`src/rtl/tsc_pkg.sv`:
```
package tsc_pkg;

    // Slot order inside the statistics word (low slot = low bits).
    localparam int SLOT_SINGLE = 0;
    localparam int SLOT_MULTI  = 1;
    localparam int SLOT_DEFER  = 2;
    localparam int SLOT_XDEFER = 3;
    localparam int SLOT_COUNT  = 4;

    typedef enum logic {
        IRQ_QUIET  = 1'b0,
        IRQ_RAISED = 1'b1
    } irq_state_e;

endpackage

```
`src/rtl/tsc_classify.sv`:
```
module tsc_classify
    import tsc_pkg::*;
#(
    parameter int COLL_W    = 5,
    parameter int MULTI_MAX = 16
) (
    input  logic              tx_done_i,
    input  logic [COLL_W-1:0] tx_coll_i,
    input  logic              tx_defer_i,
    input  logic              tx_xdefer_i,
    output logic [SLOT_COUNT-1:0] inc_o
);
    localparam logic [COLL_W-1:0] ONE_COLL = COLL_W'(1);
    localparam logic [COLL_W-1:0] TWO_COLL = COLL_W'(2);
    localparam logic [COLL_W-1:0] TOP_COLL = COLL_W'(MULTI_MAX);

    logic is_single;
    logic is_multi;

    always_comb begin
        is_single = (tx_coll_i == ONE_COLL);
        is_multi  = (tx_coll_i >= TWO_COLL) && (tx_coll_i <= TOP_COLL);
    end

    always_comb begin
        inc_o              = '0;
        inc_o[SLOT_SINGLE] = tx_done_i && is_single;
        inc_o[SLOT_MULTI]  = tx_done_i && is_multi;
        inc_o[SLOT_DEFER]  = tx_done_i && tx_defer_i;
        inc_o[SLOT_XDEFER] = tx_done_i && tx_xdefer_i;
    end
endmodule

```
`src/rtl/tsc_sat_counter.sv`:
```
module tsc_sat_counter #(
    parameter int WIDTH = 4
) (
    input  logic             clk,
    input  logic             rst_n,
    input  logic             inc_i,
    input  logic             clr_i,
    output logic [WIDTH-1:0] cnt_o,
    output logic             full_nxt_o
);
    localparam logic [WIDTH-1:0] TOP = {WIDTH{1'b1}};

    logic [WIDTH-1:0] cnt_q;
    logic [WIDTH-1:0] cnt_d;
    logic [WIDTH-1:0] base;

    always_comb begin
        base = clr_i ? '0 : cnt_q;
        if (inc_i && (base != TOP)) cnt_d = base + WIDTH'(1);
        else                        cnt_d = base;
    end

    always_ff @(posedge clk or negedge rst_n) begin
        if (!rst_n) cnt_q <= '0;
        else        cnt_q <= cnt_d;
    end

    assign cnt_o      = cnt_q;
    assign full_nxt_o = (cnt_d == TOP);

    assert_no_overflow_R7: assert property (@(posedge clk) disable iff (!rst_n)
        (cnt_q == TOP) && !clr_i |=> (cnt_q == TOP));

    assert_one_step_R5: assert property (@(posedge clk) disable iff (!rst_n)
        !clr_i |=> (cnt_q == $past(cnt_q)) || (cnt_q == $past(cnt_q) + WIDTH'(1)));

    assert_clear_restart_R10: assert property (@(posedge clk) disable iff (!rst_n)
        clr_i |=> (cnt_q <= WIDTH'(1)));
endmodule

```
`src/rtl/tsc_irq_fsm.sv`:
```
module tsc_irq_fsm
    import tsc_pkg::*;
#(
    parameter int NUM = 4
) (
    input  logic           clk,
    input  logic           rst_n,
    input  logic [NUM-1:0] full_nxt_i,
    input  logic [NUM-1:0] full_now_i,
    output logic           irq_o
);
    irq_state_e state_q, state_d;
    logic any_full_nxt;

    assign any_full_nxt = |full_nxt_i;

    always_ff @(posedge clk or negedge rst_n) begin
        if (!rst_n) state_q <= IRQ_QUIET;
        else        state_q <= state_d;
    end

    always_comb begin
        state_d = state_q;
        unique case (state_q)
            IRQ_QUIET:  if (any_full_nxt)  state_d = IRQ_RAISED; // arm
            IRQ_RAISED: if (!any_full_nxt) state_d = IRQ_QUIET;  // release
            default:    state_d = IRQ_QUIET;
        endcase
    end

    always_comb begin
        irq_o = 1'b0;
        unique case (state_q)
            IRQ_QUIET:  irq_o = 1'b0;
            IRQ_RAISED: irq_o = 1'b1;
            default:    irq_o = 1'b0;
        endcase
    end

    assert_irq_level_R8: assert property (@(posedge clk) disable iff (!rst_n)
        irq_o == (|full_now_i));
endmodule

```
`src/rtl/tsc_tx_stats.sv`:
```
module tsc_tx_stats
    import tsc_pkg::*;
#(
    parameter int CNT_W     = 4,
    parameter int COLL_W    = 5,
    parameter int MULTI_MAX = 16
) (
    input  logic                      clk,
    input  logic                      rst_n,
    input  logic                      tx_done_i,
    input  logic [COLL_W-1:0]         tx_coll_i,
    input  logic                      tx_defer_i,
    input  logic                      tx_xdefer_i,
    input  logic                      rd_i,
    output logic [SLOT_COUNT*CNT_W-1:0] stat_o,
    output logic                      irq_o
);
    localparam logic [CNT_W-1:0] TOP = {CNT_W{1'b1}};

    logic [SLOT_COUNT-1:0] inc;
    logic [SLOT_COUNT-1:0] full_nxt;
    logic [SLOT_COUNT-1:0] full_now;

    tsc_classify #(
        .COLL_W   (COLL_W),
        .MULTI_MAX(MULTI_MAX)
    ) u_classify (
        .tx_done_i  (tx_done_i),
        .tx_coll_i  (tx_coll_i),
        .tx_defer_i (tx_defer_i),
        .tx_xdefer_i(tx_xdefer_i),
        .inc_o      (inc)
    );

    for (genvar g = 0; g < SLOT_COUNT; g++) begin : g_cnt
        tsc_sat_counter #(.WIDTH(CNT_W)) u_cnt (
            .clk       (clk),
            .rst_n     (rst_n),
            .inc_i     (inc[g]),
            .clr_i     (rd_i),
            .cnt_o     (stat_o[g*CNT_W +: CNT_W]),
            .full_nxt_o(full_nxt[g])
        );
        assign full_now[g] = (stat_o[g*CNT_W +: CNT_W] == TOP);
    end

    tsc_irq_fsm #(.NUM(SLOT_COUNT)) u_irq (
        .clk       (clk),
        .rst_n     (rst_n),
        .full_nxt_i(full_nxt),
        .full_now_i(full_now),
        .irq_o     (irq_o)
    );

    assert_class_excl_R4: assert property (@(posedge clk) disable iff (!rst_n)
        $onehot0({inc[SLOT_SINGLE], inc[SLOT_MULTI]}));

    assert_idle_stable_R11: assert property (@(posedge clk) disable iff (!rst_n)
        !tx_done_i && !rd_i |=> $stable(stat_o));

    assert_read_clears_R9: assert property (@(posedge clk) disable iff (!rst_n)
        rd_i && !tx_done_i |=> (stat_o == '0));
endmodule

```
`config.mk`:
```
export PLATFORM = sky130hd
export DESIGN_NAME = tsc_tx_stats
export DESIGN_NICKNAME = d
export VERILOG_FILES = /design/src/rtl/tsc_pkg.sv /design/src/rtl/tsc_classify.sv /design/src/rtl/tsc_sat_counter.sv /design/src/rtl/tsc_irq_fsm.sv /design/src/rtl/tsc_tx_stats.sv
export SDC_FILE = /design/constraint.sdc
export NUM_CORES = 1
export LEC_CHECK = 0
export BUFFER_PORTS_ARGS = -buffer_cell sky130_fd_sc_hd__buf_2
export CAP_MARGIN = 10
export CORE_MARGIN = 5
export CORE_UTILIZATION = 54
export CTS_BUF_LIST = sky130_fd_sc_hd__clkbuf_2 sky130_fd_sc_hd__clkbuf_4 sky130_fd_sc_hd__clkbuf_8
export CTS_CLUSTER_DIAMETER = 50
export DETAILED_ROUTE_END_ITERATION = 10
export PLACE_DENSITY = 0.93
export SLEW_MARGIN = 30
export SYNTH_ARGS = -nofsm -noshare
export SYNTH_HDL_FRONTEND = slang
export SYNTH_SLANG_ARGS = --single-unit
export TNS_END_PERCENT = 1
```
`constraint.sdc`:
```
create_clock -name clk -period 2.2 [get_ports clk]
set_input_delay 0 -clock clk [delete_from_list [all_inputs] [get_ports clk]]
set_output_delay 0 -clock clk [all_outputs]
set_load 0.02 [all_outputs]
```
==> results.ini, run 1 <==
[power_and_ir_drop]
p_leak_uw=0.000628
p_sw_share_pct=29.2
max-vdd-ir-drop_mv=0.445
intPower_uw=438
p_switching_uw=180
powerDensity_nw_per_um2=493
combPwrFrac_pct=17.0
power_frac_seq_pct=54.5
power.share.clock_pct=28.6

[synthesis]
synth_common_cells=17 x dfrtp_1, 13 x nor2b_1, 10 x nand2_1
async_flop_share_pct=100
synthCells=103
synthesis.nets=118
yosysMostFrequentCell=dfrtp_1
ys_seq_area_share_pct=40.2
synth_top_area_share_pct=40.2
synth_edf_count=0
netlist_area_um2=1060
synth_cell_types=31
ys.flop_type=dfrtp_1
ys_seq_elements=17
synth_area_leaders=dfrtp_1 40%, nor2b_1 7.7%, xnor2_1 6.6%, ha_1 4.7%, mux2i_1 3.8%
yosysWarnings=0
syn_avg_cell_area_um2=10.3
synth_top_area_cell=dfrtp_1

[worst_setup_path]
cp_data_required_time_ps=2390
crit_path_max_fanout=4
cp-end-kind=flop
cp.arrival_ps=2110
crit_path_start_kind=flop
r2r_cells=7
crit_type=reg2reg
r2r-end=u_irq.state_q
r2r-start=g_cnt[2].u_cnt.cnt_o[0]
regToRegSetupSlack_ps=280

[grt]
grtUsageTotal_pct=17.4
antenna_found_initial=0
grt_pass1_vias=894
grt_pass1_wl_um=3680
grt_max_degree=20
gr-total-overflow=0

[cells_and_area]
fin_area_um2=1250
diodes=0
nNetsFinal=149
finish.utilization_pct=65.2
instances_no_fill=160
area_delta_synth_final_pct=18.3
drive_gt1_share_pct=29.3

[min_path]
worstHoldStart=tx_defer_i
holdPathEnd=g_cnt[2].u_cnt.cnt_o[2]
worstHoldPathType=in2reg
holdPathStages=3

[routing]
drcViolationCount=0
wl_per_cell_um=14.8
via_count=896
antenna_left=0
dr.pass1.iters=4
viasPerCell=5.60
drt_iter0_markers=13
totalWireLength_um=2370

[clocking]
cts.sinks=17
cts_tree=built
max-clock-path-buffers=2
path_clk_slew_ps=110
htreeDepth=1
post_cts_buffers=0
clk-insertion-delay-late_ps=300
cts-resized-gates=0
hold_buffers=1
root_buffer=clkbuf_4
cts_buffers=3

[timing]
fmax_mhz=521
fin_crit_sh_pct=87.2
setup_ws_ps=282
rsz0062_at_grt=no
fin_worst_skew_ps=10.8
slew_headroom_pct=72.1
setup_viol=0
tightestPinTransition_ps=416
finalMaxSlewViolations=0
hold_viol_final=0
fin_setup_tns_ps=0
fin_crit_ps=1920

[die]
initial_core_util_pct=55.1
dieHeight_um=54.3
ios=28
row_count=16
fp.coreArea_um2=1920
dieWidth_um=54.3
die-area_um2=2950

[placement]
placed_area_um2=1210
post-place-ws_ps=301
io_buffers=27
dp.cells=155
place_hpwl_um=1820
gp_congestion=0.872

[status]
status=complete, no violations

[job]
cap_violations=0

[layout make-up]
cell class,count,area (um2)
fill,155,669
timing repair buffer,28,145
tap,27,33.8
clock inverter,1,7.51
clock buffer,3,22.5
sequential,17,425
multi-input combinational,84,618
[flip-flops by register name (all words and copies together) (netlist names)]
name               cells
g_cnt.u_cnt.cnt_o     16
u_irq.state_q          1
[placed cells by master (no fill, tap or decap), types with 2 or more instances in the layout]
cell type,Yosys,routed
a311oi_1,2,2
nor3_1,2,2
nor2_1,2,2
nand4_1,3,3
nand2b_1,3,3
dfrtp_1,17,17
a21oi_1,4,4
mux2i_1,4,4
and4_1,2,2
xor2_1,3,3
mux2_2,3,3
ha_1,4,4
nand2_1,10,10
xnor2_1,8,8
nand4b_1,2,2
nor2b_1,13,13
o211ai_1,2,2
nand3_1,6,6
buf_2,0,27
clkbuf_4,0,3
[metrics by stage]
step	hold WS [ps]	total power, uW
detailed placement	-58.2	446
global route	19.6	650
global placement	-62.2	440
CTS	30.9	622
floorplan	-296	405
finish	41.1	618
[worst max-delay path: stages (launching register included)]
cell and delay [ps]:
dfrtp_1 410, nor2b_1 290, ha_1 250, nand2_1 70, o211ai_1 360, mux2i_1 150
a31oi_1 210, nand3_1 90
[cell families after synthesis]
family	after synthesis	share of synthesized area [%]
AOI/OAI and AO/OA	11	7.21
xor gates and xnor gates	11	9.10
adders and majority gates	4	4.73
buffers and inverters	2	1.42
DFF	17	40.2
muxes	8	8.04
and+or+nand+nor	50	29.3
[how the worst max path moves through the flow]
stage / end / from / cells past startpoint
6_report: u_irq.state_q / g_cnt[2].u_cnt.cnt_o[0] / 7
5_1_grt: u_irq.state_q / g_cnt[2].u_cnt.cnt_o[0] / 7
4_1_cts: u_irq.state_q / g_cnt[2].u_cnt.cnt_o[0] / 7
3_5_place_dp: u_irq.state_q / g_cnt[2].u_cnt.cnt_o[0] / 7
3_3_place_gp: u_irq.state_q / g_cnt[2].u_cnt.cnt_o[0] / 7
2_1_floorplan: g_cnt[2].u_cnt.cnt_o[1] / g_cnt[2].u_cnt.cnt_o[0] / 5
[layer usage]
layer	GRT usage [%]	up-vias	routed length (um)
li1	-	431	-
met1	20.8	428	983
met2	29.7	31	1200
met3	2.72	6	145
met4	9.54	0	41
met5	0	-	0
[power by group through the flow]
stage	Combinational, uW	Clock, uW	Sequential [uW]
3_3_place_gp	99.6	0	340
2_1_floorplan	49.8	0	356
6_report	105	177	336
5_1_grt	113	198	339
3_5_place_dp	104	0	342
4_1_cts	106	180	336
No activity file was read; power rests on OpenSTA's default activity.
==> run 2, diff against run 1 <==
- MAX_ROUTING_LAYER: default -> met4
- clock period: 2.2 -> 1.85 ns (I/O delays scaled with it)
==> results.ini, run 2 (synthesis gave the netlist of run 1 again) <==
[status]
status=complete, no violations  ; unchanged

[cells_and_area]
instances_no_fill=163  ; was 160
nNetsFinal=152  ; was 149
layout_commonest_cell=buf_2  ; unchanged
largest_reg_flops=16  ; unchanged
diodes=0  ; unchanged
drive_gt1_share_pct=33.1  ; was 29.3%
fin_area_um2=1290  ; was 1250 um2
area_delta_synth_final_pct=21.5  ; was 18.3%
final_cell_mix=27 x buf_2, 16 x dfrtp_1, 11 x nor2b_1  ; was 27 x buf_2, 17 x dfrtp_1, 13 x nor2b_1

[grt]
grt_pass1_wl_um=3930  ; was 3680 um
gr-total-overflow=0  ; unchanged
antenna_found_initial=0  ; unchanged
grt_max_degree=20  ; unchanged
grtUsageTotal_pct=20.0  ; was 17.4%
grt_pass1_vias=940  ; was 894

[routing]
viasPerCell=5.73  ; was 5.60
drt_iter0_markers=23  ; was 13
totalWireLength_um=2460  ; was 2370 um
drcViolationCount=0  ; unchanged
via_count=934  ; was 896
dr.pass1.iters=6  ; was 4
antenna_left=0  ; unchanged
wl_per_cell_um=15.1  ; was 14.8 um

[timing]
fin_hold_ws_ps=28.8  ; was 41.1 ps
setup_ws_ps=68.7  ; was 282 ps
fin_setup_tns_ps=0  ; unchanged
fin_crit_ps=1780  ; was 1920 ps
finalMaxSlewViolations=0  ; unchanged
setup_viol=0  ; unchanged
slew_headroom_pct=72.6  ; was 72.1%
fmax_mhz=561  ; was 521 MHz
rsz0062_at_grt=yes  ; was no
fin_crit_sh_pct=96.3  ; was 87.2%
hold_viol_final=0  ; unchanged
fin_worst_skew_ps=5.80  ; was 10.8 ps
tightestPinTransition_ps=409  ; was 416 ps

[worst_setup_path]
crit_path_max_fanout=5  ; was 4
path_cells=nor2b_2 > ha_1 > nand4b_1 > nand2_1 > and2b_4 > mux2_1 > nand3_1  ; was nor2b_1 > ha_1 > nand2_1 > o211ai_1 > mux2i_1 > a31oi_1 > nand3_1
slowest_stage=dfrtp_2  ; was dfrtp_1
cp_data_required_time_ps=2090  ; was 2390 ps
crit_type=reg2reg  ; unchanged
crit_path_max_incr_delay_ps=440  ; was 410 ps
crit_path_start_kind=flop  ; unchanged
cp.arrival_ps=2020  ; was 2110 ps
cp-end-kind=flop  ; unchanged

[die]
die-area_um2=2950  ; unchanged
initial_core_util_pct=55.1  ; unchanged
fp.coreArea_um2=1920  ; unchanged
ios=28  ; unchanged
row_count=16  ; unchanged
dieHeight_um=54.3  ; unchanged
dieWidth_um=54.3  ; unchanged

[placement]
dp.cells=156  ; was 155
io_buffers=27  ; unchanged
post-place-ws_ps=-73.1  ; was 301 ps
gp_congestion=0.891  ; was 0.872
placed_area_um2=1220  ; was 1210 um2

[clocking]
path_clk_slew_ps=100  ; was 110 ps
cts_buffers=3  ; unchanged
clk-insertion-delay-late_ps=300  ; about the same
max-clock-path-buffers=2  ; unchanged
root_buffer=clkbuf_4  ; unchanged
cts.sinks=17  ; unchanged
htreeDepth=1  ; unchanged
cts_tree=built  ; unchanged

[power_and_ir_drop]
powerDensity_nw_per_um2=586  ; was 493 nW/um2
p_leak_uw=0.000649  ; was 0.000628 uW
max-vdd-ir-drop_mv=0.456  ; was 0.445 mV

[min_path]
worstHoldPathType=in2reg  ; unchanged

[job]
cap_violations=0  ; unchanged

-- run 2: cell types whose count changed in the layout (fill, tap and decap cells not counted) --
cell	previous run	this run
dfrtp_1	17	16
buf_4	0	3
dfrtp_2	0	1
nor2b_1	13	11
nor2b_4	0	1
clkinvlp_4	1	0
clkbuf_4	3	4
nor2b_2	0	1
-- run 2: routing by layer --
layer	wire length (um)	track usage, %	vias up
met5	0	-	-
met4	119	17.8	0
met3	154	3.54	12
met2	1210	31.1	42
met1	974	21.7	438
li1	-	-	442
-- run 2: layout make-up --
class	count	area (um2)
well taps	27	33.8
multi-input cells	84	628
repair buffers	31	168
fillers	166	636
flip-flops and latches	17	427
clock buffers	4	30.0
-- run 2: timing repair --
action | in CTS | in global routing
gates resized for setup | 1 | 3
setup endpoints to repair | 2 | 3
buffers inserted | 2 | 0
endpoints found under the hold margin | 17 | 0
hold buffers | 1 | 0
pin swaps | 1 | 1
-- run 2: final timing paths --
check	from	to	slack [ps]	cells past startpoint
max in group asynchronous	rst_n	g_cnt[1].u_cnt.cnt_o[0]	1400	2
max	g_cnt[1].u_cnt.cnt_o[0]	u_irq.state_q	70	7
max reg2reg	g_cnt[1].u_cnt.cnt_o[0]	u_irq.state_q	70	7
min reg2reg	g_cnt[3].u_cnt.cnt_o[2]	g_cnt[3].u_cnt.cnt_o[3]	590	1
min	tx_xdefer_i	g_cnt[3].u_cnt.cnt_o[2]	30	3
min in group asynchronous	rst_n	g_cnt[0].u_cnt.cnt_o[2]	150	2
-- run 2: power breakdown --
part	total [uW]	internal, uW	switching [uW]
logic	136	60.0	75.5
registers	401	387	13.9
clock network	218	98.8	119
total	754	545	209
-- run 2: worst max-delay path, delay by kind of cell, from the launching register on --
kind                       cells  cell delay (ps)
muxes                          1              320
DFF                            1              440
and+or+nand+nor                5              730
adders and majority gates      1              230
-- run 2: metrics by stage --
stage	power [uW]	util (%)
4_1_cts	754	66.5
3_5_place_dp	534	63.5
3_3_place_gp	526	63.5
2_1_floorplan	482	-
5_1_grt	784	66.9
6_report	754	66.9
==> run 3, diff against run 2 <==
- PLACE_DENSITY: 0.93 -> 0.83
- TNS_END_PERCENT: 1 -> 10
==> results.ini, run 3 (synthesis gave the netlist of run 1 again) <==
[status]
status=complete, no violations  ; unchanged

[die]
die-area_um2=2950  ; unchanged
dieWidth_um=54.3  ; unchanged
row_count=16  ; unchanged
initial_core_util_pct=55.1  ; unchanged
dieHeight_um=54.3  ; unchanged
fp.coreArea_um2=1920  ; unchanged
ios=28  ; unchanged

[cells_and_area]
fillers=177  ; was 166
final_cell_mix=27 x buf_2, 17 x dfrtp_1, 12 x nor2b_1  ; was 27 x buf_2, 16 x dfrtp_1, 11 x nor2b_1
layout_commonest_cell=buf_2  ; unchanged
largest_reg_flops=16  ; unchanged
diodes=0  ; unchanged
drive_gt1_share_pct=32.6  ; was 33.1%
area_delta_synth_final_pct=22.3  ; was 21.5%
nNetsFinal=154  ; was 152

[min_path]
worstHoldPathType=in2reg  ; unchanged
worstHoldStart=tx_defer_i  ; was tx_xdefer_i
holdPathStages=3  ; unchanged

[grt]
grt_pass1_vias=905  ; was 940
antenna_found_initial=0  ; unchanged
grt_max_degree=20  ; unchanged
grtUsageTotal_pct=18.2  ; was 20.0%
grt_pass1_wl_um=3690  ; was 3930 um
gr-total-overflow=0  ; unchanged

[clocking]
cts.sinks=17  ; unchanged
root_buffer=clkbuf_4  ; unchanged
path_clk_slew_ps=100  ; about the same
htreeDepth=1  ; unchanged
cts_buffers=3  ; unchanged
max-clock-path-buffers=2  ; unchanged
cts_tree=built  ; unchanged
clk-insertion-delay-late_ps=290  ; was 300 ps

[routing]
drcViolationCount=0  ; unchanged
via_count=904  ; was 934
wl_per_cell_um=14.5  ; was 15.1 um
viasPerCell=5.48  ; was 5.73
antenna_left=0  ; unchanged
totalWireLength_um=2390  ; was 2460 um
dr.pass1.iters=6  ; unchanged
drt_iter0_markers=5  ; was 23

[timing]
fin_hold_ws_ps=31.3  ; was 28.8 ps
fin_crit_sh_pct=96.8  ; was 96.3%
rsz0062_at_grt=no  ; was yes
fmax_mhz=558  ; was 561 MHz
tightestPinTransition_ps=382  ; was 409 ps
slew_headroom_pct=74.5  ; was 72.6%
fin_worst_skew_ps=2.76  ; was 5.80 ps
fin_crit_ps=1790  ; was 1780 ps
fin_setup_tns_ps=0  ; unchanged
finalMaxSlewViolations=0  ; unchanged
hold_viol_final=0  ; unchanged
setup_viol=0  ; unchanged

[worst_setup_path]
cp-startpoint=g_cnt[1].u_cnt.cnt_o[1]  ; was g_cnt[1].u_cnt.cnt_o[0]
r2r-start=g_cnt[1].u_cnt.cnt_o[1]  ; was g_cnt[1].u_cnt.cnt_o[0]
cp-end-kind=flop  ; unchanged
path_cells=nor2b_1 > ha_1 > nand4b_1 > nand2_1 > and2b_4 > mux2_1 > nand3_1  ; was nor2b_2 > ha_1 > nand4b_1 > nand2_1 > and2b_4 > mux2_1 > nand3_1
cp_data_required_time_ps=2080  ; was 2090 ps
crit_path_max_fanout=4  ; was 5
crit_type=reg2reg  ; unchanged
crit_path_start_kind=flop  ; unchanged
r2r_cells=7  ; unchanged
cp.arrival_ps=2020  ; about the same
slowest_stage=dfrtp_1  ; was dfrtp_2
crit_path_max_incr_delay_ps=410  ; was 440 ps
regToRegSetupSlack_ps=60  ; was 70 ps

[placement]
place_hpwl_um=1810
gp_congestion=0.827  ; was 0.891
io_buffers=27  ; unchanged

[power_and_ir_drop]
combPwrFrac_pct=19.3  ; was 18.0%
p_leak_uw=0.000659  ; was 0.000649 uW
power.share.clock_pct=26.7  ; was 28.9%
p_sw_share_pct=27.7  ; about the same
power.total_uw=735  ; was 754 uW
max-vdd-ir-drop_mv=0.479  ; was 0.456 mV
intPower_uw=531  ; was 545 uW
p_switching_uw=204  ; was 209 uW
powerDensity_nw_per_um2=567  ; was 586 nW/um2
power_frac_seq_pct=54.1  ; was 53.1%

[job]
cap_violations=0  ; unchanged

## run 3: path summary, 6_finish.rpt
kind | end
setup / recovery | u_irq.state_q
hold / removal | g_cnt[2].u_cnt.cnt_o[2]
setup reg to reg | u_irq.state_q
hold reg to reg | g_cnt[3].u_cnt.cnt_o[3]
max in group asynchronous | g_cnt[1].u_cnt.cnt_o[0]
min in group asynchronous | g_cnt[0].u_cnt.cnt_o[2]
## run 3: final cells by class
class / instances / area [um2] / area share (%)
clock buffers: 3 / 22.5 / 1.74
clock inverters: 1 / 5.00 / 0.386
multi-input cells: 84 / 626 / 48.3
flip-flops and latches: 17 / 425 / 32.9
well taps: 27 / 33.8 / 2.61
repair buffers: 33 / 183 / 14.1
## run 3: stage by stage
| stage | instances | util (%) | setup WS (ps) | area, um2 |
|---|---|---|---|---|
| after floorplan | 103 | - | 58.3 | 1060 |
| after global placement | 157 | 63.9 | 21.9 | 1230 |
| after detailed placement | 157 | 63.9 | -56.6 | 1230 |
| after CTS | 163 | 66.3 | 26.8 | 1270 |
| after global routing | 165 | 67.4 | 1.00 | 1290 |
| final | 165 | 67.4 | 59.1 | 1290 |
## run 3: power groups by stage
stage	combinational, uW	clock [uW]	sequential (uW)
final	142	196	397
after global routing	154	224	398
after CTS	138	205	397
after detailed placement	133	0	404
after global placement	129	0	403
after floorplan	59.2	0	423
## run 3: repair_timing
action	in CTS	in global routing
gates resized for setup	1	1
pin swaps	1	2
setup endpoints to repair	1	1
hold buffers	1	0
setup buffers	1	2
endpoints found under the hold margin	17	0
## run 3: metal layers
layer  up-vias  track usage, %  wire length [um]
li1        438               -                 -
met1       427            19.2              1070
met2        30            32.7              1160
met3         9            3.27               113
met4         0            8.71                55
met5         -               -                 0
## run 3: critical path, delay by kind of cell, from the launching register on
family                   cells  cell delay [ps]
AND/OR/NAND/NOR              5              730
adder cells (fa/ha/maj)      1              260
flip-flops                   1              410
multiplexers                 1              340
